## src/rtl/dac_if_pkg.sv

```systemverilog
package dac_if_pkg;
  localparam int CODE_W     = 12;
  localparam int MV_PER_LSB = 1;
  localparam int NUM_CH     = 2;

  typedef enum logic {CH_A = 1'b0, CH_B = 1'b1} chan_e;

  // Nominal output in millivolts for a straight-binary code.
  function automatic int unsigned code_to_mv(logic [CODE_W-1:0] code);
    return int'(code) * MV_PER_LSB;
  endfunction
endpackage

```

## src/rtl/pin_sync.sv

```systemverilog
module pin_sync #(
  parameter int W      = 1,
  parameter int STAGES = 2,
  parameter logic [W-1:0] RST_VAL = '0
) (
  input  logic         clk,
  input  logic         rst_n,
  input  logic [W-1:0] d,
  output logic [W-1:0] q
);
  logic [W-1:0] stage [STAGES];

  always_ff @(posedge clk or negedge rst_n) begin
    if (!rst_n) begin
      for (int i = 0; i < STAGES; i++) stage[i] <= RST_VAL;
    end else begin
      stage[0] <= d;
      for (int i = 1; i < STAGES; i++) stage[i] <= stage[i-1];
    end
  end

  assign q = stage[STAGES-1];
endmodule

```

## src/rtl/in_reg_bank.sv

```systemverilog
module in_reg_bank
  import dac_if_pkg::*;
#(
  parameter int DATA_W = 12
) (
  input  logic              clk,
  input  logic              rst_n,
  input  logic              clr,
  input  logic              cs,
  input  chan_e             sel,
  input  logic [DATA_W-1:0] data,
  output logic [DATA_W-1:0] held [NUM_CH]
);
  for (genvar ch = 0; ch < NUM_CH; ch++) begin : g_ch
    logic wr;
    assign wr = cs && (sel == chan_e'(ch));

    always_ff @(posedge clk or negedge rst_n) begin
      if (!rst_n)   held[ch] <= '0;
      else if (clr) held[ch] <= '0;
      else if (wr)  held[ch] <= data;
    end

    assert_follow_R1: assert property (@(posedge clk) disable iff (!rst_n)
      ($past(cs) && $past(sel) == chan_e'(ch) && !$past(clr)) |-> held[ch] == $past(data));
    assert_hold_R2: assert property (@(posedge clk) disable iff (!rst_n)
      (!$past(cs) && !$past(clr)) |-> $stable(held[ch]));
    assert_route_R3: assert property (@(posedge clk) disable iff (!rst_n)
      ($past(cs) && $past(sel) != chan_e'(ch) && !$past(clr)) |-> $stable(held[ch]));
    assert_clear_in_R7: assert property (@(posedge clk) disable iff (!rst_n)
      $past(clr) |-> held[ch] == '0);
  end
endmodule

```

## src/rtl/dac_reg.sv

```systemverilog
module dac_reg #(
  parameter int DATA_W = 12
) (
  input  logic              clk,
  input  logic              rst_n,
  input  logic              clr,
  input  logic              load,
  input  logic [DATA_W-1:0] din,
  output logic [DATA_W-1:0] code,
  output logic              upd
);
  logic [DATA_W-1:0] nxt;

  always_comb begin
    nxt = code;
    if (clr)       nxt = '0;
    else if (load) nxt = din;
  end

  always_ff @(posedge clk or negedge rst_n) begin
    if (!rst_n) begin
      code <= '0;
      upd  <= 1'b0;
    end else begin
      code <= nxt;
      upd  <= (nxt != code);
    end
  end

  assert_keep_R4: assert property (@(posedge clk) disable iff (!rst_n)
    (!$past(load) && !$past(clr)) |-> $stable(code));
  assert_load_R4: assert property (@(posedge clk) disable iff (!rst_n)
    ($past(load) && !$past(clr)) |-> code == $past(din));
  assert_clear_R7: assert property (@(posedge clk) disable iff (!rst_n)
    $past(clr) |-> code == '0);
  assert_pulse_R8: assert property (@(posedge clk) disable iff (!rst_n)
    upd == (code != $past(code)));
endmodule

```

## src/rtl/dual_dac_ctrl.sv

```systemverilog
module dual_dac_ctrl
  import dac_if_pkg::*;
#(
  parameter int DATA_W      = 12,
  parameter int SYNC_STAGES = 2
) (
  input  logic              clk,
  input  logic              rst_n,
  input  logic [DATA_W-1:0] bus_data,
  input  logic              cs_n,
  input  logic              sel_b,
  input  logic              ld_a_n,
  input  logic              ld_b_n,
  input  logic              clr_n,
  output logic [DATA_W-1:0] code_a,
  output logic [DATA_W-1:0] code_b,
  output logic              upd_a,
  output logic              upd_b
);
  localparam int CTRL_W = 5;
  localparam int PIN_W  = DATA_W + CTRL_W;
  // Control order {clr_n, ld_b_n, ld_a_n, sel_b, cs_n}; idle levels at reset.
  localparam logic [PIN_W-1:0] PIN_IDLE = {5'b11101, {DATA_W{1'b0}}};

  logic [PIN_W-1:0]  pins_q;
  logic [DATA_W-1:0] data_q;
  logic              cs_q, clr_q;
  chan_e             sel_q;
  logic [NUM_CH-1:0] load_q;
  logic [DATA_W-1:0] held [NUM_CH];
  logic [DATA_W-1:0] codes [NUM_CH];
  logic [NUM_CH-1:0] upds;

  pin_sync #(.W(PIN_W), .STAGES(SYNC_STAGES), .RST_VAL(PIN_IDLE)) u_sync (
    .clk  (clk),
    .rst_n(rst_n),
    .d    ({clr_n, ld_b_n, ld_a_n, sel_b, cs_n, bus_data}),
    .q    (pins_q)
  );

  assign data_q = pins_q[DATA_W-1:0];
  assign cs_q   = ~pins_q[DATA_W];
  assign sel_q  = chan_e'(pins_q[DATA_W+1]);
  assign load_q = ~pins_q[DATA_W+3:DATA_W+2];
  assign clr_q  = ~pins_q[DATA_W+4];

  in_reg_bank #(.DATA_W(DATA_W)) u_inbank (
    .clk  (clk),
    .rst_n(rst_n),
    .clr  (clr_q),
    .cs   (cs_q),
    .sel  (sel_q),
    .data (data_q),
    .held (held)
  );

  for (genvar ch = 0; ch < NUM_CH; ch++) begin : g_dac
    dac_reg #(.DATA_W(DATA_W)) u_dac (
      .clk  (clk),
      .rst_n(rst_n),
      .clr  (clr_q),
      .load (load_q[ch]),
      .din  (held[ch]),
      .code (codes[ch]),
      .upd  (upds[ch])
    );
  end

  assign code_a = codes[0];
  assign code_b = codes[1];
  assign upd_a  = upds[0];
  assign upd_b  = upds[1];

  assert_joint_R5: assert property (@(posedge clk) disable iff (!rst_n)
    (&$past(load_q) && !$past(clr_q)) |-> (code_a == $past(held[0]) && code_b == $past(held[1])));
endmodule

```

## config.mk

```make
export PLATFORM = sky130hd
export DESIGN_NAME = dual_dac_ctrl
export DESIGN_NICKNAME = d
export VERILOG_FILES = /design/src/rtl/dac_if_pkg.sv /design/src/rtl/pin_sync.sv /design/src/rtl/in_reg_bank.sv /design/src/rtl/dac_reg.sv /design/src/rtl/dual_dac_ctrl.sv
export SDC_FILE = /design/constraint.sdc
export NUM_CORES = 1
export LEC_CHECK = 0
export ABC_AREA = 0
export CORE_UTILIZATION = 40
export CTS_CLUSTER_DIAMETER = 120
export DETAILED_ROUTE_END_ITERATION = 7
export SETUP_SLACK_MARGIN = 0.2
export SLEW_MARGIN = 20
export SYNTH_ARGS = -nofsm -noshare
export SYNTH_HDL_FRONTEND = slang
export SYNTH_SLANG_ARGS = --single-unit
export TNS_END_PERCENT = 50
```

## constraint.sdc

```tcl
create_clock -name clk -period 1.8 [get_ports clk]
set_clock_uncertainty 0.15 [all_clocks]
set_input_delay 0.18 -clock clk [delete_from_list [all_inputs] [get_ports clk]]
set_output_delay 0.18 -clock clk [all_outputs]
set_load 0.02 [all_outputs]
```

==> metrics.yaml <==
post-route-drc-count: 0
cts_tree: "yes"
die-width_um: 94.1
grt_util_all_layers_pct: 17.0
clock.fmax_ghz: 0.626
first_global_vias: 2239
crit_path_end_kind: "output port"
stdcell_count: 451
grt_pass1_wl_um: 11100
std_cell_rows: 33
num_io_pins: 45
period_minus_slack_ns: 1.60
grt_start_max_net_pins: 30
unrepaired_setup_endpoints_after_global_routing: "true"
p_leak_nw: 2.01
critPathKind: "reg -> out"
die_area_um2: 8850
drtIter0Drc: 155
path_max_fanout: 1
die_height_um: 94.1
cts-buffers-inserted: 9
cpPeakStageDelay_ns: 0.59
critPathLaunch: "g_dac[1].u_dac.upd$_DFF_PN0_"
syn_area_per_cell_um2: 11.6
final_layout_size_suffix_gt1_share_pct: 10.7
hold_violations: 0
path_delay_family: "buffers and inverters"
final_min_period_over_clock_period_pct: 88.8
antennaDiodeCount: 0
cpMaxStageDelayCell: "clkdlybuf4s50_1"
postSynthRegisterBits: 84
area_growth_syn_to_layout_pct: 23.1
via_per_inst: 4.95
core_area_um2: 8220
antenna_found_initial: 0
netlist_top_cells_area: "dfrtp_1 (56%), mux2i_1 (7.1%), dfstp_2 (6.2%)"
gp_routability_congestion: 0.854
nNetsFinal: 360
hold_slack_ns: 0.0880
timing.max_slew.rel_slack_pct: 67.9
setup_violations: 0
synthesis.nets: 311
netlist_area_um2: 3390
worstReg2RegEnd: "g_dac[0].u_dac.upd$_DFF_PN0_"
reg2reg_from: "u_sync.q[16]$_DFF_PN1_"
dpl.hpwl_um: 4640
worstRegToRegCells: 3
worstHoldStart: "clr_n"
worst-slew-pin-transition_ns: 0.482
start_kind: "flop"
critical_path_required_ns: 1.47
cts_max_level: 3
worst_ir_drop_on_vdd_v: 0.000519
wl_um: 6680
max-clock-path-buffers: 2
layout.core_utilization_pct: 50.8
clock_latency_ns: 0.34
drtAntennaViolNets: 0
clock-sinks: 84
globalRouteOverflowTotal: 0
number_of_fill_cells_in_the_layout: 735
io_buffer_count: 44
wire_per_inst_um: 14.8
drt_pre_antenna_iters: 4
start_util_pct: 41.3
cp_cell_sequence: "clkdlybuf4s50_1"
dp.cells: 434
cts-root-buf: "clkbuf_8"
sequential_share_of_the_synthesized_area_pct: 62.3
worst-path-buf-inv: 1
post_synth_num_cell_types: 31
vias_after_detailed_routing: 2233
cts.clk_slew.worst_paths_ns: 0.09
cts.repair_timing.setup_buffer_count: 0
r2r_slack_ns: 0.28
hold_class: "in -> reg"
outcome: "finished, final reports clean"
post-synth-top-area-fraction_pct: 56.1
setup_tns_ns: 0
worstSetupPathDepth: 1
ys.warnings.count: 0
cap_viol_max_count: 0
worst_setup_path_endpoint: "upd_b"
netlist_instances: 292
worstPathArrival_ns: 1.27
final-max-slew-violation-count: 0
synth_largest_area_cell: "dfrtp_1"
power_density_nw_per_um2: 884
where the power goes:
part	switching, mW	internal, mW
registers	0.0824	1.98
logic	0.165	0.173
clock network	0.649	0.643
cells in the mapped netlist:
cell type  count
buf_2          5
o2bb2ai_1      3
o21ai_0        4
nand2_1       48
nor2_1         1
a222oi_1       2
clkbuf_1       5
or2_2          1
buf_4          4
inv_1         22
nor2b_1       24
a31oi_1        2
nand2b_1       1
mux2i_1       24
nand3b_1       2
inv_2          2
o2bb2ai_2      2
nand3_1        2
a22oi_1        5
nand4_1        2
nor4_2         2
nor3_1         2
a31o_1         2
dfstp_2        8
dfrtp_1       76
nor4_1         4
a21oi_1        2
a21boi_0      24
o22ai_1        7
and2b_1        1
a2bb2oi_1      3
metal layers:
| metal | GRT usage, % | vias up | share of wire, % |
|---|---|---|---|
| met2 | 24.6 | 55 | 46 |
| met4 | 7.95 | 0 | 2.2 |
| li1 | - | 1089 | - |
| met5 | 0 | - | 0 |
| met1 | 23.7 | 1077 | 48 |
| met3 | 4.37 | 12 | 3.6 |
layout make-up:
| type | count | area [µm²] | share of cell area, % |
|---|---|---|---|
| Timing Repair Buffer | 52 | 537 | 12.9 |
| Multi-Input combinational cell | 170 | 1120 | 26.8 |
| Sequential cell | 84 | 2110 | 50.6 |
| Clock buffer | 12 | 135 | 3.24 |
| Clock inverter | 4 | 52.6 | 1.26 |
| Tap cell | 105 | 131 | 3.15 |
| Inverter | 24 | 90.1 | 2.16 |
worst reg2reg max path, delay by kind of cell (launching register included):
family | cells | cell delay, ns
DFF | 1 | 0.78
and+or+nand+nor | 1 | 0.08
AOI/OAI and AO/OA | 2 | 0.46
repair_timing:
item,CTS,global route
hold buffers,1,0
hold endpoints to repair,63,0
gates resized for setup,13,12
endpoints found under the setup margin,26,25
metrics by stage:
step	worst slack (ns)	instance area (µm²)	total power, mW
3_5_place_dp	0.332	3970	2.44
5_1_grt	0.129	4180	3.87
3_3_place_gp	0.333	3970	2.44
4_1_cts	0.0681	4150	3.74
6_report	0.202	4180	3.69
2_1_floorplan	0.422	3390	2.26
cell families after synthesis:
logic type,count (synthesis),share of synthesized area [%]
muxes,24,7.08
buffers and inverters,38,4.83
and+or+nand+nor,90,13.3
AOI/OAI and AO/OA,56,12.5
DFF,84,62.3
how the worst min path moves through the flow:
stage / cells after the start / to / slack [ns]
floorplan: 0 / g_dac[0].u_dac.code[0]$_DFF_PN0_ / -0.27
global placement: 1 / u_sync.stage[19]$_DFF_PN0_ / -0.02
detailed placement: 1 / u_sync.stage[19]$_DFF_PN0_ / -0.02
CTS: 1 / u_sync.stage[33]$_DFF_PN1_ / 0.07
global route: 1 / u_sync.stage[33]$_DFF_PN1_ / 0.06
finish: 1 / u_sync.stage[33]$_DFF_PN1_ / 0.09
cells in the final DEF (no fill, tap or decap), types with 6 or more instances in the layout:
cell             count
nor2b_1             24
clkbuf_8             9
mux2i_1             24
inv_1               22
dlymetal6s2s_1      11
dfrtp_1             76
dlygate4sd2_1       13
a21boi_0            24
clkdlybuf4s50_1     19
buf_4                6
dfstp_2              8
o22ai_1              7
nand2_1             48
registers in the layout, indices dropped and copies added (netlist names):
name / count
u_sync.q: 17
u_inbank.held: 24
g_dac.u_dac.code: 24
u_sync.stage: 17
g_dac.u_dac.upd: 2
(Power assumes the default switching activity.)
